<file path="config.mk">
export PLATFORM = sky130hd
export DESIGN_NAME = seg_xlate
export DESIGN_NICKNAME = d
export VERILOG_FILES = /design/src/rtl/seg_xlate_pkg.sv /design/src/rtl/seg_table.sv /design/src/rtl/seg_check.sv /design/src/rtl/seg_xlate.sv
export SDC_FILE = /design/constraint.sdc
export NUM_CORES = 1
export LEC_CHECK = 0
export BUFFER_PORTS_ARGS = -buffer_cell sky130_fd_sc_hd__buf_2
export CAP_MARGIN = 10
export CORE_MARGIN = 1.5
export CORE_UTILIZATION = 59
export CTS_CLUSTER_DIAMETER = 80
export DETAILED_ROUTE_END_ITERATION = 10
export PLACE_DENSITY = 0.8
export SYNTH_ARGS = -nofsm -noshare
export SYNTH_HDL_FRONTEND = slang
export SYNTH_HIERARCHICAL = 1
export SYNTH_SLANG_ARGS = --single-unit
export TNS_END_PERCENT = 10
</file>
<file path="constraint.sdc">
create_clock -name clk_i -period 3.6 [get_ports clk_i]
set_input_delay 0.36 -clock clk_i [delete_from_list [all_inputs] [get_ports clk_i]]
set_output_delay 0.36 -clock clk_i [all_outputs]
set_load 0.005 [all_outputs]
</file>
<file path="src/rtl/seg_xlate_pkg.sv">
package seg_xlate_pkg;
  typedef enum logic [1:0] {
    ACC_FETCH = 2'd0,
    ACC_LOAD  = 2'd1,
    ACC_STORE = 2'd2,
    ACC_RSVD  = 2'd3
  } acc_e;

  typedef enum logic [1:0] {
    FLT_NONE  = 2'd0,
    FLT_SEG   = 2'd1,
    FLT_BOUND = 2'd2,
    FLT_PERM  = 2'd3
  } cause_e;

  localparam int unsigned PERM_W = 3;
endpackage

</file>
<file path="src/rtl/seg_table.sv">
module seg_table
  import seg_xlate_pkg::*;
#(
  parameter int unsigned SEG_W = 2,
  parameter int unsigned PA_W  = 16,
  parameter int unsigned BND_W = 15
) (
  input  logic              clk_i,
  input  logic              rst_ni,
  input  logic              we_i,
  input  logic [SEG_W-1:0]  wr_idx_i,
  input  logic              wr_valid_i,
  input  logic [PA_W-1:0]   wr_base_i,
  input  logic [BND_W-1:0]  wr_bound_i,
  input  logic [PERM_W-1:0] wr_perm_i,
  input  logic [SEG_W-1:0]  rd_idx_i,
  output logic              rd_valid_o,
  output logic [PA_W-1:0]   rd_base_o,
  output logic [BND_W-1:0]  rd_bound_o,
  output logic [PERM_W-1:0] rd_perm_o
);
  localparam int unsigned NSEG = 1 << SEG_W;

  logic [NSEG-1:0]   valid_q;
  logic [PA_W-1:0]   base_q  [NSEG];
  logic [BND_W-1:0]  bound_q [NSEG];
  logic [PERM_W-1:0] perm_q  [NSEG];

  for (genvar g = 0; g < NSEG; g++) begin : g_ent
    logic hit;
    assign hit = we_i && (wr_idx_i == SEG_W'(g));

    always_ff @(posedge clk_i or negedge rst_ni) begin
      if (!rst_ni) begin
        valid_q[g] <= 1'b0;
        base_q[g]  <= '0;
        bound_q[g] <= '0;
        perm_q[g]  <= '0;
      end else if (hit) begin
        valid_q[g] <= wr_valid_i;
        base_q[g]  <= wr_base_i;
        bound_q[g] <= wr_bound_i;
        perm_q[g]  <= wr_perm_i;
      end
    end
  end

  assign rd_valid_o = valid_q[rd_idx_i];
  assign rd_base_o  = base_q[rd_idx_i];
  assign rd_bound_o = bound_q[rd_idx_i];
  assign rd_perm_o  = perm_q[rd_idx_i];
endmodule

</file>
<file path="src/rtl/seg_check.sv">
module seg_check
  import seg_xlate_pkg::*;
#(
  parameter int unsigned OFF_W = 14,
  parameter int unsigned PA_W  = 16
) (
  input  logic              valid_i,
  input  logic [PA_W-1:0]   base_i,
  input  logic [OFF_W:0]    bound_i,
  input  logic [PERM_W-1:0] perm_i,
  input  logic [OFF_W-1:0]  off_i,
  input  acc_e              acc_i,
  output cause_e            cause_o,
  output logic [PA_W-1:0]   pa_o
);
  logic allowed;

  always_comb begin
    unique case (acc_i)
      ACC_FETCH: allowed = perm_i[0];
      ACC_LOAD:  allowed = perm_i[1];
      ACC_STORE: allowed = perm_i[2];
      default:   allowed = 1'b0;
    endcase
  end

  // priority: invalid, then bound, then rights
  always_comb begin
    if (!valid_i)                        cause_o = FLT_SEG;
    else if ({1'b0, off_i} >= bound_i)   cause_o = FLT_BOUND;
    else if (!allowed)                   cause_o = FLT_PERM;
    else                                 cause_o = FLT_NONE;
  end

  assign pa_o = base_i + PA_W'(off_i);
endmodule

</file>
<file path="src/rtl/seg_xlate.sv">
module seg_xlate
  import seg_xlate_pkg::*;
#(
  parameter int unsigned VA_W  = 16,
  parameter int unsigned SEG_W = 2,
  parameter int unsigned PA_W  = 16,
  localparam int unsigned OFF_W = VA_W - SEG_W
) (
  input  logic              clk_i,
  input  logic              rst_ni,
  input  logic              cfg_we_i,
  input  logic [SEG_W-1:0]  cfg_idx_i,
  input  logic              cfg_valid_i,
  input  logic [PA_W-1:0]   cfg_base_i,
  input  logic [OFF_W:0]    cfg_bound_i,
  input  logic [2:0]        cfg_perm_i,
  input  logic              req_i,
  input  logic [1:0]        req_type_i,
  input  logic [VA_W-1:0]   req_va_i,
  output logic              ok_o,
  output logic [PA_W-1:0]   pa_o,
  output logic              fault_o,
  output logic [1:0]        cause_o
);
  logic [SEG_W-1:0]  seg;
  logic [OFF_W-1:0]  off;
  logic              e_valid;
  logic [PA_W-1:0]   e_base;
  logic [OFF_W:0]    e_bound;
  logic [PERM_W-1:0] e_perm;
  cause_e            cause_d;
  logic [PA_W-1:0]   pa_d;

  assign seg = req_va_i[VA_W-1 -: SEG_W];
  assign off = req_va_i[OFF_W-1:0];

  seg_table #(.SEG_W(SEG_W), .PA_W(PA_W), .BND_W(OFF_W+1)) u_tbl (
    .clk_i      (clk_i),
    .rst_ni     (rst_ni),
    .we_i       (cfg_we_i),
    .wr_idx_i   (cfg_idx_i),
    .wr_valid_i (cfg_valid_i),
    .wr_base_i  (cfg_base_i),
    .wr_bound_i (cfg_bound_i),
    .wr_perm_i  (cfg_perm_i),
    .rd_idx_i   (seg),
    .rd_valid_o (e_valid),
    .rd_base_o  (e_base),
    .rd_bound_o (e_bound),
    .rd_perm_o  (e_perm)
  );

  seg_check #(.OFF_W(OFF_W), .PA_W(PA_W)) u_chk (
    .valid_i (e_valid),
    .base_i  (e_base),
    .bound_i (e_bound),
    .perm_i  (e_perm),
    .off_i   (off),
    .acc_i   (acc_e'(req_type_i)),
    .cause_o (cause_d),
    .pa_o    (pa_d)
  );

  always_ff @(posedge clk_i or negedge rst_ni) begin
    if (!rst_ni) begin
      ok_o    <= 1'b0;
      fault_o <= 1'b0;
      cause_o <= FLT_NONE;
      pa_o    <= '0;
    end else begin
      ok_o    <= req_i && (cause_d == FLT_NONE);
      fault_o <= req_i && (cause_d != FLT_NONE);
      cause_o <= req_i ? cause_d : FLT_NONE;
      if (req_i) pa_o <= pa_d;
    end
  end
endmodule

</file>
==> results by group <==
Clock network
  – Root Driver: clkbuf_16
  – CTS clk-pin slew, worst paths: 0.06 ns
  – Hold Buf Count CTS: 0
  – Resize count post-CTS: 0
  – Clock buffer depth: 2
  – CTS tree: done
  – Clk_lat worst skew: 0.43 ns
  – Clk sinks: 160
  – Clock buffer count from CTS: 17
  – H-tree levels: 4
  – Setup Buffers After CTS: 0

GRT
  – First-pass GRT wire length: 27990 um
  – GRT Overall Usage: 25.97%
  – Initial antenna violation count: 0
  – GRT overflow: 0
  – Largest net degree at the start of global routing: 99
  – Number of global-route vias before repair: 5331

Floorplan
  – Die Width: 119.4 um
  – Io pins: 79
  – FP Rows: 42
  – Core box area: 13240 um^2
  – Die H: 119.4 um
  – Die footprint: 14250 um^2
  – Initial Util: 60.32%

Cells and area
  – Post-layout util: 68.92%
  – Area grow syn2layout: 14.25%
  – Antenna diodes: 0
  – Fill count: 905
  – Nets@finish: 716
  – Layout cells sized above 1: 50.16%

Timing
  – Tcrit/Tclk final: 82.10%
  – Hold Violations, Final: 0
  – Final Skew: 0.008687 ns
  – Worst-Margin Slew: 0.8596 ns
  – Setup tns final: 0 ns
  – Fmax: 338.3 MHz
  – Clock period minus worst slack: 2.956 ns
  – Fin. max-slew vios: 0
  – Final setup violation count: 0
  – Relative slew margins: 42.69%
  – RSZ-0062 raised after global routing: no

Setup path
  – Startpoint types: flip-flop
  – Cell chain of the critical path: mux4_2 > ha_1 > fa_1 > a21oi_1 > o221ai_2 > a21oi_2 > mux2i_1 > nand2_1 > mux2_4
  – Worst setup path category: flip-flop to flip-flop
  – Worst-path maximum fanout: 3
  – Bufs and invs on worst path: 0
  – Critical Path RT: 3.91 ns
  – Critical path endpoint category: flip-flop
  – Delay-heaviest family, CP: multiplexers
  – Crit-path slowest cell: mux4_2
  – Arrival @ worst endpoint: 3.26 ns
  – Critical Path Max Stage Delay: 0.46 ns

Routing
  – DRC viols: 0
  – Antenna Nets Post-Route: 0
  – Final wirelength: 16970 um
  – Via density: 5.971
  – DR iter-0 viols: 333
  – Via count: 4872
  – Drt wl/cell: 20.80 um
  – Initial DRT Pass Iterations: 4

Placement
  – Detailed placement HPWL: 11770 um
  – IO Port Bufs: 78
  – GP Congestion: 0.8447

Synth
  – Number of synthesized flops with an enable pin: 0
  – Most frequent cell after synthesis: dfrtp_1
  – Top cells by area, synth: dfrtp_1, mux2_2, mux4_2, ha_1, mux2_4
  – Synth cell types: 54
  – Commonest cells in the synthesized netlist: dfrtp_1, mux2_2, mux4_2
  – Netlist Area Pre-Place: 7988 um^2
  – Synth Instances: 544
  – Async set-reset flop share out of synthesis: 100.0%
  – Ys Warns: 6
  – Post-synthesis sequential area ratio: 50.13%
  – Ys flop type: dfrtp_1
  – Syn avg cell area: 14.68 um^2
  – Post-Syn Nets: 632
  – Top cell type's share of synthesized area: 50.13%
  – Cell accounting for the most synthesized area: dfrtp_1
  – Seq cells post-synth: 160

Power and ir drop
  – PD cells: 615.7 nW/um^2
  – Leak Pwr: 4.073 nW
  – Peak supply drop: 360.1 uV

Run status
  – Status: complete, no violations

Job
  – MaxCap Viol Count: 0

Min path
  – Hold WC Path Type: input port to asynchronous set/reset pin
[metal layers]
metal | wire length (um) | share of wire (%) | global-route usage [%]
met1 | 7259 | 43 | 33.96
met2 | 8439 | 50 | 42.56
met3 | 833 | 4.9 | 5.412
met4 | 441 | 2.6 | 10.94
met5 | 0 | 0 | 0
[flip-flops by register name, summed over array words and instances, names as in the netlist]
register	flops
u_tbl/perm_q	12
fault_o	1
u_tbl/base_q	64
cause_o	2
u_tbl/valid_q	4
u_tbl/bound_q	60
ok_o	1
pa_o	16
[placed cells by master (no fill, tap or decap), types with 2 or more instances in the layout]
cell type and instances:
buf_4 9, mux2i_1 2, mux2_4 16, nand2_1 9, ha_1 28, clkbuf_16 17, dfrtp_1 160, nand3b_2 2
a31oi_1 2, o21ai_0 9, nor2_1 13, mux2_1 2, inv_1 20, xor2_1 3, bufinv_16 2, clkinv_2 3
clkinvlp_4 4, a21oi_2 3, xnor2_1 8, clkinv_4 3, nor2b_1 4, o21a_1 2, a21o_1 2, mux4_2 35
nand4b_1 2, and2_1 3, nand3_1 8, o21ai_1 2, a21oi_1 16, nand2b_1 4, buf_2 77, o211ai_1 2
mux2_2 138, a211oi_1 2, nand4_1 3
[where the power goes]
group / internal (W) / switching [W] / total (W)
Clock: 0.00103 / 0.000716 / 0.00175
Combinational: 0.000827 / 0.000645 / 0.00147
Sequential: 0.00220 / 0.000202 / 0.00240
[final cells by class]
cell class                      instances  area, um^2  share of cell area [%]
Inverter                               20       75.07                  0.8226
Clock inverter                         13       140.1                   1.536
Multi-Input combinational cell        341        3764                   41.24
Sequential cell                       160        4004                   43.87
Tap cell                              176       220.2                   2.413
Clock buffer                           18       439.2                   4.812
Timing Repair Buffer                   88       484.2                   5.306
[through the flow]
stage	total power, W	worst slack [ns]	hold slack, ns	area [um^2]	std cells
3_5_place_dp	0.003887	0.3418	0.4773	8547	785
4_1_cts	0.005657	0.6706	0.07616	9126	816
2_1_floorplan	0.003425	0.4660	0.06441	7988	544
6_report	0.005619	0.6445	0.03384	9126	816
5_1_grt	0.005905	0.5251	0.1241	9126	816
3_3_place_gp	0.003785	0.4988	0.4623	8547	785
[kinds of logic after synthesis]
| group | count (synthesis) | share of synthesized area [%] |
|---|---|---|
| XOR/XNOR | 11 | 1.206 |
| flip-flops | 160 | 50.13 |
| multiplexers | 193 | 32.86 |
| adder cells (fa/ha/maj) | 29 | 4.637 |
| AO/OA/AOI/OAI | 51 | 4.261 |
| AND/OR/NAND/NOR | 57 | 4.151 |
| buffers and inverters | 43 | 2.757 |
[path summary, 6_finish.rpt]
path	depth (start not counted)	to	start	slack [ns]
setup / recovery	9	pa_o[14]	u_tbl/base_q[16]	0.64
setup reg to reg	9	pa_o[14]	u_tbl/base_q[16]	0.64
hold reg to reg	1	u_tbl/base_q[53]	u_tbl/base_q[53]	0.49
max in group asynchronous	2	u_tbl/base_q[57]	rst_ni	2.73
min in group clk_i	2	u_tbl/base_q[14]	cfg_base_i[14]	0.21
hold / removal	1	u_tbl/bound_q[55]	rst_ni	0.03
Note: power is estimated with default switching activity, not from simulation.
